--- src/rtl/avd_decoder.sv ---
module avd_decoder #(
  parameter int NMAX  = 2,
  parameter int DEPTH = 15,
  parameter int MW    = 8
) (
  input  logic          clk,
  input  logic          rst_n,
  input  logic          in_valid,
  output logic          in_ready,
  input  logic [2:0]    in_sym,
  input  logic [MW-1:0] thresh,
  output logic          out_valid,
  input  logic          out_ready,
  output logic          out_bit
);
  localparam int NS = 4;
  localparam int CW = $clog2(DEPTH);
  localparam logic [MW-1:0] MMAX = '1;

  logic [NS-1:0][MW-1:0] met_q, cand, nmet;
  logic [NS-1:0]         valid_q, cval, keep, dec;
  logic [DEPTH-3:0][NS-1:0] mem_q;
  logic [DEPTH-1:0][1:0] st;
  logic [MW-1:0]         mmin;
  logic [1:0]            best;
  logic [CW-1:0]         cnt_q;
  logic                  acc;

  assign in_ready = !out_valid || out_ready;
  assign acc      = in_valid && in_ready;

  function automatic logic [1:0] bmet(logic [1:0] p, logic u, logic [2:0] s);
    logic [2:0] d;
    d = {u ^ p[1] ^ p[0], u ^ p[1] ^ p[0], u ^ p[0]} ^ s;
    return {1'b0, d[0]} + {1'b0, d[1]} + {1'b0, d[2]};
  endfunction

  function automatic logic [MW-1:0] sadd(logic [MW-1:0] a, logic [1:0] b);
    logic [MW:0] t;
    t = {1'b0, a} + {{(MW-1){1'b0}}, b};
    return t[MW] ? MMAX : t[MW-1:0];
  endfunction

  for (genvar s = 0; s < NS; s++) begin : g_acs
    localparam logic [1:0] P0 = 2'((s % 2) * 2);
    localparam logic [1:0] P1 = 2'((s % 2) * 2 + 1);
    localparam logic       U  = 1'(s / 2);
    logic [MW-1:0] c0, c1;
    logic          take1;
    assign c0    = sadd(met_q[P0], bmet(P0, U, in_sym));
    assign c1    = sadd(met_q[P1], bmet(P1, U, in_sym));
    assign take1 = valid_q[P1] && (!valid_q[P0] || c1 < c0);
    assign dec[s]  = take1;
    assign cval[s] = valid_q[P0] || valid_q[P1];
    assign cand[s] = take1 ? c1 : c0;
    assign nmet[s] = cand[s] - mmin;
  end

  always_comb begin
    mmin = MMAX;
    for (int s = 0; s < NS; s++)
      if (cval[s] && cand[s] < mmin) mmin = cand[s];
  end

  always_comb begin
    for (int s = 0; s < NS; s++) begin
      int r;
      r = 0;
      for (int j = 0; j < NS; j++)
        if (cval[j] && nmet[j] <= thresh &&
            (nmet[j] < nmet[s] || (nmet[j] == nmet[s] && j < s)))
          r++;
      keep[s] = cval[s] && nmet[s] <= thresh && r < NMAX;
    end
  end

  always_comb begin
    best = 2'd0;
    for (int s = NS - 1; s >= 0; s--)
      if (keep[s] && nmet[s] == '0) best = 2'(s);
  end

  always_comb begin
    st[0] = best;
    st[1] = {st[0][0], dec[st[0]]};
    for (int k = 2; k < DEPTH; k++)
      st[k] = {st[k-1][0], mem_q[k-2][st[k-1]]};
  end

  always_ff @(posedge clk) begin
    if (!rst_n) begin
      valid_q   <= 4'b0001;
      met_q     <= {MMAX, MMAX, MMAX, {MW{1'b0}}};
      mem_q     <= '0;
      cnt_q     <= '0;
      out_valid <= 1'b0;
      out_bit   <= 1'b0;
    end else begin
      if (acc) begin
        for (int s = 0; s < NS; s++) begin
          valid_q[s] <= keep[s];
          met_q[s]   <= keep[s] ? nmet[s] : MMAX;
        end
        mem_q[0] <= dec;
        for (int i = 1; i < DEPTH - 2; i++) mem_q[i] <= mem_q[i-1];
        if (cnt_q != CW'(DEPTH - 1)) cnt_q <= cnt_q + 1'b1;
      end
      if (acc && cnt_q == CW'(DEPTH - 1)) begin
        out_valid <= 1'b1;
        out_bit   <= st[DEPTH-1][1];
      end else if (out_ready) begin
        out_valid <= 1'b0;
      end
    end
  end
endmodule

--- config.mk ---
export PLATFORM = sky130hd
export DESIGN_NAME = avd_decoder
export DESIGN_NICKNAME = d
export VERILOG_FILES = /design/src/rtl/avd_decoder.sv
export SDC_FILE = /design/constraint.sdc
export NUM_CORES = 1
export LEC_CHECK = 0
export BUFFER_PORTS_ARGS = -buffer_cell sky130_fd_sc_hd__clkbuf_2
export CAP_MARGIN = 10
export CORE_ASPECT_RATIO = 0.7
export CORE_MARGIN = 2
export CORE_UTILIZATION = 65
export CTS_CLUSTER_SIZE = 8
export DETAILED_ROUTE_END_ITERATION = 6
export PLACE_DENSITY = 0.86
export SYNTH_ARGS = -nofsm -noshare
export SYNTH_HDL_FRONTEND = slang
export SYNTH_SLANG_ARGS = --single-unit
--- constraint.sdc ---
create_clock -name clk -period 53.1 [get_ports clk]
set_clock_uncertainty 0.2 [all_clocks]
set_input_delay 5.31 -clock clk [delete_from_list [all_inputs] [get_ports clk]]
set_output_delay 5.31 -clock clk [all_outputs]
set_load 0.02 [all_outputs]
==> results.json <==
{
  "hp-class": "flip-flop to flip-flop",
  "fin_crit_sh_pct": 49.4,
  "path_max_fanout": 18,
  "antenna_left": 0,
  "multi_input_area_sq_um": 9290,
  "critPathArrivalTime_ns": 26.33,
  "fin_crit_ns": 26.25,
  "hold_buffers": 0,
  "wl_per_cell_microns": 22.2,
  "postCtsSetupBuffers": 0,
  "rrSetupSlack_ns": 32.23,
  "die-area_sq_um": 19000,
  "ys_seq_area_share_pct": 15.5,
  "synthArstFlopShare_pct": 0,
  "grt_max_degree": 89,
  "dr.pass1.iters": 6,
  "finalHoldViolations": 0,
  "setup_viol": 0,
  "fillCellCount": 1412,
  "status": "finished clean",
  "cts_buffers": 9,
  "maxCapViolCount": 0,
  "cts_max_level": 3,
  "crit_type": "primary input to flip-flop",
  "synth_top_family_by_area": "compound AO/OA/AOI/OAI gates",
  "die_h_microns": 116,
  "slew_headroom_pct": 13.1,
  "synth.cell_area_sq_um": 11700,
  "port_buffers": 17,
  "crit_path_start": "in_sym[0]",
  "yosys.area_share.simple_pct": 23.3,
  "max_freq_ghz": 0.0381,
  "yosysMostFrequentCell": "nand2_1",
  "ys_warn_count": 0,
  "cts_max_path_buffers": 2,
  "ff2ff_path_depth": 72,
  "synth_top_area_share_pct": 18.3,
  "synth_cell_types": 98,
  "crit_slowest_cell": "a21oi_1",
  "via_per_inst": 6.81,
  "synth_compound_area_share_pct": 27.0,
  "synthToLayoutAreaGrowth_pct": 5.36,
  "path_clk_slew_ns": 0.07,
  "start_kind": "primary input",
  "final_nets": 1750,
  "gp_congestion": 1.08,
  "tns_ns": 0,
  "root_buffer": "clkbuf_16",
  "dp.cells": 1773,
  "drc_errors": 0,
  "grt_pass1_wl_microns": 61200,
  "synthMuxAreaShare_pct": 4.37,
  "overflow": 0,
  "r2r-end": "out_bit",
  "synth-xor-area-share_pct": 4.58,
  "final_cells": 1793,
  "synthTopCellsByArea": "ha_1, dfxtp_1, nand2_1",
  "hpwl_microns": 31800,
  "core_area_sq_um": 17400,
  "slowest_delay_ns": 0.86,
  "synth.ff_latch_count": 90,
  "track_usage_pct": 42.2,
  "rsz0062_at_grt": "no",
  "synth_edf_count": 0,
  "cts_tree": "built",
  "synth-main-ff-cell": "dfxtp_1",
  "antenna_found_initial": 2,
  "num_rows": 40,
  "synthAdderAreaFrac_pct": 20.5,
  "synth_largest_area_cell": "ha_1",
  "initial_core_util_pct": 67.1,
  "drt_iter0_markers": 1718,
  "cp-endpoint": "out_bit",
  "crit_required_ns": 53.17,
  "synth_cells": 1559,
  "clk-insertion-delay-late_ns": 0.36,
  "cts.sinks": 90,
  "cp_common_cell": "ha_1",
  "drive_gt1_share_pct": 7.57,
  "syn_area_per_cell_sq_um": 7.47,
  "synth_common_cells": "nand2_1, ha_1, a21oi_1",
  "r2r_start": "met_q[8]",
  "grt_pass1_vias": 11055,
  "die_w_microns": 164,
  "wl_microns": 39800,
  "end_kind": "flip-flop",
  "num_io_pins": 18,
  "postSynthNetCount": 1756,
  "vias": 12204,
  "worst_pin_slew_ns": 1.30,
  "cts_resized": 0,
  "seq_area_sq_um": 1800,
  "finalMaxSlewViolations": 0
}
==> critical path: cells and delay by family <==
kind / cells / cell delay, ns
AO/OA/AOI/OAI: 30 / 9.08
AND/OR/NAND/NOR: 22 / 4.98
adder cells (fa/ha/maj): 11 / 3.64
multiplexers: 6 / 1.96
buffers and inverters: 6 / 0.80
XOR/XNOR: 1 / 0.53
==> worst min-delay path by stage <==
stage                     depth (start not counted)         to  slack (ns)       from
after floorplan                                   2  mem_q[44]        0.24  mem_q[44]
after global placement                            2  mem_q[43]        0.26  mem_q[39]
after detailed placement                          2  mem_q[41]        0.26  mem_q[37]
after CTS                                         2  mem_q[41]        0.27  mem_q[37]
after global routing                              2  mem_q[41]        0.29  mem_q[37]
final                                             2  mem_q[41]        0.27  mem_q[37]
==> final cells by class <==
| type | instances | area share [%] |
|---|---|---|
| clock buffer | 9 | 1.83 |
| antenna | 4 | 0.0815 |
| timing repair buffer | 39 | 2.04 |
| sequential | 90 | 14.7 |
| multi-input combinational | 1322 | 75.6 |
| clock inverter | 7 | 0.601 |
| tap | 231 | 2.35 |
| inverter | 91 | 2.78 |
==> per-layer routing <==
metal	track usage, %	wire length (microns)
met1	59.9	17900
met2	57.0	14800
met3	18.2	5990
met4	12.6	1170
met5	0	0
==> sequential cells by signal, indices dropped and copies added (netlist names) <==
register and cells:
met_q 32, out_valid 1, out_bit 1, valid_q 4
cnt_q 4, mem_q 48
==> cells by family (layout without fill, tap and decap cells) <==
logic type               after synthesis  after routing
XOR/XNOR                              61             61
adder cells (fa/ha/maj)              184            184
AND/OR/NAND/NOR                      572            572
multiplexers                          43             43
buffers and inverters                147            146
AO/OA/AOI/OAI                        462            462
other                                  0              4
flip-flops                            90             90
==> cells in the final DEF, fill, tap and decap left out, types with 10 or more instances in the layout <==
| cell type | Yosys | layout |
|---|---|---|
| a211oi_1 | 21 | 21 |
| a21o_1 | 41 | 41 |
| a21oi_1 | 147 | 147 |
| a31oi_1 | 11 | 11 |
| and2_1 | 20 | 19 |
| and3_1 | 17 | 17 |
| buf_4 | 0 | 22 |
| clkbuf_2 | 1 | 17 |
| dfxtp_1 | 90 | 90 |
| fa_1 | 12 | 12 |
| ha_1 | 170 | 170 |
| inv_1 | 91 | 90 |
| mux2i_1 | 26 | 26 |
| nand2_1 | 206 | 205 |
| nand2b_1 | 23 | 23 |
| nand3_1 | 66 | 66 |
| nand4_1 | 21 | 21 |
| nor2_1 | 124 | 124 |
| nor2b_1 | 12 | 12 |
| nor3_1 | 25 | 25 |
| o2111ai_1 | 10 | 10 |
| o211ai_1 | 13 | 13 |
| o21a_1 | 12 | 12 |
| o21ai_0 | 64 | 64 |
| o22ai_1 | 26 | 26 |
| o31ai_1 | 20 | 20 |
| or3_1 | 12 | 12 |
| xnor2_1 | 37 | 37 |
| xor2_1 | 24 | 24 |
==> stage by stage <==
| step | hold slack [ns] | setup WS [ns] | area (sq um) | utilization, % |
|---|---|---|---|---|
| 5_1_grt | 0.286 | 25.32 | 12300 | 70.6 |
| 3_3_place_gp | 0.256 | 27.44 | 12000 | 68.9 |
| 6_report | 0.274 | 26.85 | 12300 | 70.7 |
| 2_1_floorplan | 0.236 | 30.25 | 11700 | - |
| 4_1_cts | 0.271 | 27.48 | 12300 | 70.6 |
| 3_5_place_dp | 0.261 | 27.14 | 12000 | 68.9 |
Power is not shown: default switching activity piles up to over one toggle a cycle in this logic, so the estimate is an artifact.
